**config.mk**
```make
export PLATFORM = sky130hd
export DESIGN_NAME = sysmm
export DESIGN_NICKNAME = d
export VERILOG_FILES = /design/src/rtl/sysmm.sv
export SDC_FILE = /design/constraint.sdc
export NUM_CORES = 2
export LEC_CHECK = 0
export BUFFER_PORTS_ARGS = -buffer_cell sky130_fd_sc_hd__buf_2
export CORE_UTILIZATION = 45
export DETAILED_ROUTE_END_ITERATION = 16
export GPL_TIMING_DRIVEN = 0
export SLEW_MARGIN = 20
export SYNTH_ARGS = -nofsm -noshare
export SYNTH_HDL_FRONTEND = slang
export SYNTH_SLANG_ARGS = --single-unit
```
**constraint.sdc**
```tcl
create_clock -name clk -period 6.7 [get_ports clk]
set_clock_uncertainty 0.05 [all_clocks]
set_input_delay 1.005 -clock clk [delete_from_list [all_inputs] [get_ports clk]]
set_output_delay 1.005 -clock clk [all_outputs]
set_load 0.1 [all_outputs]
```
**src/rtl/sysmm.sv**
```systemverilog
module sysmm #(
  parameter int N  = 4,
  parameter int AW = 8,
  parameter int SW = 32
) (
  input  logic          clk,
  input  logic          rst_n,
  input  logic          w_load,
  input  logic [N*AW-1:0] w_in,
  input  logic          a_valid,
  input  logic [N*AW-1:0] a_in,
  output logic          y_valid,
  output logic [N*SW-1:0] y
);
  localparam int LAT = 2*N-2;

  logic signed [AW-1:0] wq  [N][N];
  logic signed [AW-1:0] act [N][N];
  logic signed [AW-1:0] sk  [N][N];
  logic signed [SW-1:0] ps  [N][N];
  logic signed [SW-1:0] dk  [N][N];
  logic signed [AW-1:0] rin [N];
  logic [LAT:0] vq;

  function automatic logic signed [SW-1:0] mac(input logic signed [SW-1:0] acc,
                                               input logic signed [AW-1:0] a,
                                               input logic signed [AW-1:0] w);
    logic signed [2*AW-1:0] p;
    p = a * w;
    return acc + SW'(p);
  endfunction

  always_comb
    for (int r = 0; r < N; r++)
      rin[r] = (r == 0) ? a_in[AW-1:0] : sk[r][(r == 0) ? 0 : r-1];

  always_ff @(posedge clk or negedge rst_n) begin
    if (!rst_n) begin
      for (int r = 0; r < N; r++)
        for (int c = 0; c < N; c++) begin
          wq[r][c]  <= '0;
          act[r][c] <= '0;
          sk[r][c]  <= '0;
          ps[r][c]  <= '0;
          dk[r][c]  <= '0;
        end
      vq <= '0;
    end else begin
      if (w_load)
        for (int r = 0; r < N; r++)
          for (int c = 0; c < N; c++)
            wq[r][c] <= (r == 0) ? w_in[c*AW +: AW] : wq[(r == 0) ? 0 : r-1][c];
      for (int r = 0; r < N; r++)
        for (int k = 0; k < N; k++)
          if (k < r)
            sk[r][k] <= (k == 0) ? a_in[r*AW +: AW] : sk[r][(k == 0) ? 0 : k-1];
      for (int r = 0; r < N; r++)
        for (int c = 0; c < N; c++) begin
          act[r][c] <= (c == 0) ? rin[r] : act[r][(c == 0) ? 0 : c-1];
          ps[r][c]  <= mac((r == 0) ? '0 : ps[(r == 0) ? 0 : r-1][c],
                           (c == 0) ? rin[r] : act[r][(c == 0) ? 0 : c-1],
                           wq[r][c]);
        end
      for (int c = 0; c < N; c++)
        for (int k = 0; k < N; k++)
          if (k < N-1-c)
            dk[c][k] <= (k == 0) ? ps[N-1][c] : dk[c][(k == 0) ? 0 : k-1];
      vq <= {vq[LAT-1:0], a_valid};
    end
  end

  always_comb
    for (int c = 0; c < N; c++)
      y[c*SW +: SW] = (c == N-1) ? ps[N-1][c] : dk[c][(c == N-1) ? 0 : N-2-c];

  assign y_valid = vq[LAT];
endmodule

```
==> impl_metrics.json <==
{
  "outcome": "finished, final reports clean",
  "grt_usage": 0.180,
  "r2r-end": "ps[126]$_DFF_PN0_",
  "design.portCount": 197,
  "route.detailed.drc": 0,
  "hold_viol": 0,
  "slew_viol_final": 0,
  "ys_seq_area_frac": 0.265,
  "syn_nets": 9480,
  "arrival_ns": 6.96,
  "clockRootBuffer": "clkbuf_16",
  "overflow": 0,
  "htree_levels": 3,
  "clk_path_buf_depth": 3,
  "netlist_area_mm2": 0.0812,
  "ys_warn_count": 0,
  "cts_tree": "done",
  "maxCapViolations": 0,
  "clock_latency_ns": 0.76,
  "synth-edff-count": 0,
  "yosys_register_bits": 859,
  "synth_top_flop_cell": "dfrtp_1",
  "detail-route-antenna-nets": 0,
  "core_mm2": 0.179,
  "postCtsHoldBufs": 0,
  "fin_util": 0.500,
  "cp-end-kind": "register",
  "rsz0062_at_grt": "true",
  "tightest_slew_ns": 1.14,
  "grt_max_degree": 130,
  "cts_sinks": 859,
  "routabilityCongestion": 0.816,
  "wl_per_cell_um": 15.3,
  "holdCritPathClass": "input pin to async pin",
  "grt_pass1_wl_um": 266000,
  "r2r_cells": 14,
  "fin_crit_sh": 0.956,
  "placementRows": 155,
  "nets": 9801,
  "grt_pass1_vias": 53143,
  "drt-initial-drc-count": 1953,
  "vias_per_cell": 4.83,
  "die_area_mm2": 0.182,
  "fp.dieH_um": 427,
  "r2r_start": "rin[7]$_DFF_PN0_",
  "wl_um": 154000,
  "path_clk_slew_ns": 0.06,
  "area_delta_synth_final_pct": 9.95,
  "dieWidth_um": 427,
  "first_pass_iters": 7,
  "numCtsBuffers": 102,
  "min_period_ns": 6.40,
  "port_buffers": 195,
  "relSlewSlack": 0.239,
  "setup_viol": 0,
  "ff2ff_setup_slack_ns": 0.30,
  "fillers": 16156,
  "worstSetupStartpointType": "register",
  "vias": 48459,
  "max_freq_ghz": 0.156,
  "timing.critical_path.fanout_max": 13,
  "cp_data_required_time_ns": 7.26,
  "drive_gt1_frac": 0.0891,
  "async_flop_share": 1.00,
  "start_util": 0.454,
  "dp_hpwl_um": 126000,
  "yosysUniqueCellTypes": 67,
  "critPathKind": "register to register",
  "syn_avg_cell_area_um2": 11.2,
  "antenna_found_initial": 2,
  "synth_cells": 7268
}
==> Yosys cell counts, types with 65 or more instances <==
library cell  count  area [um2]
inv_1          1546        5800
fa_1           1404       28100
dfrtp_1         859       21500
ha_1            740        9260
and2_1          548        3430
nand2_1         468        1760
xnor2_1         247        2160
nor2_1          221         830
a21oi_1         156         781
o21ai_0         139         696
buf_4           128         961
mux2_2          112        1260
clkbuf_1         78         293
nand2b_1         65         407
==> cell usage in the layout, fill, tap and decap left out, drive strengths merged, types with 12 or more instances in the layout <==
| master | n |
|---|---|
| or2 | 12 |
| nand4 | 18 |
| a21oi | 157 |
| nand3 | 52 |
| o31ai | 12 |
| dfrtp | 859 |
| o21ai | 140 |
| nand2 | 468 |
| bufinv | 18 |
| a21o | 49 |
| o21a | 32 |
| xnor2 | 247 |
| clkbuf | 202 |
| xor2 | 50 |
| and2 | 549 |
| nor2 | 221 |
| nand2b | 65 |
| clkinv | 29 |
| buf | 347 |
| o21bai | 32 |
| or3 | 13 |
| and3 | 22 |
| a31oi | 16 |
| nor3 | 42 |
| clkinvlp | 24 |
| ha | 740 |
| mux2 | 112 |
| a21boi | 17 |
| inv | 1547 |
| fa | 1404 |
| nor2b | 41 |
| a211oi | 17 |
==> critical path, cell delays in order (launching register included) <==
cell and delay (ns):
dfrtp_1 0.66, nand2_1 0.27, fa_1 0.68, fa_1 0.82, inv_1 0.40, fa_1 0.63, fa_1 0.42, ha_1 0.30
ha_1 0.39, nor2_1 0.08, a31oi_1 0.34, a41oi_1 0.24, o31ai_1 0.61, a221oi_1 0.19, xnor2_1 0.18
==> registers in the layout, summed over array words and instances (netlist names) <==
signal and count:
ps 356, wq 128, y 128, act 96
dk 96, rin 24, sk 24, vq 7
==> metal layers <==
metal | part of all wire | global-route usage | vias to the layer above | wire length (um)
li1 | - | - | 22749 | -
met1 | 0.46 | 0.243 | 24962 | 70600
met2 | 0.49 | 0.310 | 590 | 75300
met3 | 0.029 | 0.0203 | 158 | 4410
met4 | 0.021 | 0.0426 | 0 | 3220
met5 | 0 | 0 | - | 0
==> how the worst max path moves through the flow <==
stage	from	cells past startpoint	to	slack (ns)
4_1_cts	wq[8]$_DFFE_PN0P_	19	ps[60]$_DFF_PN0_	0.08
3_3_place_gp	rst_n	1	dk[509]$_DFF_PN0_	-13.90
6_report	rin[7]$_DFF_PN0_	14	ps[126]$_DFF_PN0_	0.30
2_1_floorplan	wq[24]$_DFFE_PN0P_	19	ps[125]$_DFF_PN0_	0.16
3_5_place_dp	wq[8]$_DFFE_PN0P_	19	ps[60]$_DFF_PN0_	-0.24
5_1_grt	rin[7]$_DFF_PN0_	14	ps[126]$_DFF_PN0_	-0.02
==> repair_timing <==
item | CTS | global route
setup buffers | 0 | 10
gates cloned | 0 | 1
pin swaps | 0 | 1
endpoints found under the setup margin | 5 | 29
gates resized for setup | 4 | 17
==> cell families after synthesis <==
group | after synthesis | share of synthesized area
compound gates | 567 | 0.0453
xor+xnor | 297 | 0.0320
fa+ha+maj | 2144 | 0.460
buf+inv | 1762 | 0.0873
flops | 859 | 0.265
mux | 113 | 0.0156
simple gates | 1526 | 0.0953
==> stage by stage <==
step	setup slack (ns)	area (um2)	hold WS, ns	cells	setup TNS [ns]
final	0.296	89300	0.125	10032	0
after global routing	-0.0204	89300	0.135	10029	-0.0252
after CTS	0.0764	89200	0.0840	10018	0
after detailed placement	-0.237	85500	0.285	9829	-0.475
after global placement	-13.90	85200	0.282	9818	-
after floorplan	0.156	81200	0.281	7268	0
==> layout make-up <==
cell class / instances / area, um2 / share of cell area
Multi-Input combinational cell: 4648 / 52700 / 0.590
Sequential cell: 859 / 21500 / 0.241
Inverter: 1554 / 5860 / 0.0656
Tap cell: 2355 / 2950 / 0.0330
Clock buffer: 125 / 2780 / 0.0311
Timing Repair Buffer: 217 / 1370 / 0.0153
Buffer: 207 / 1260 / 0.0141
Clock inverter: 64 / 915 / 0.0102
Antenna cell: 3 / 7.51 / 0.0000840
Power is left out: the tool's default activity adds up to more than one toggle a clock period on the data nets, which glitch-free logic cannot reach.
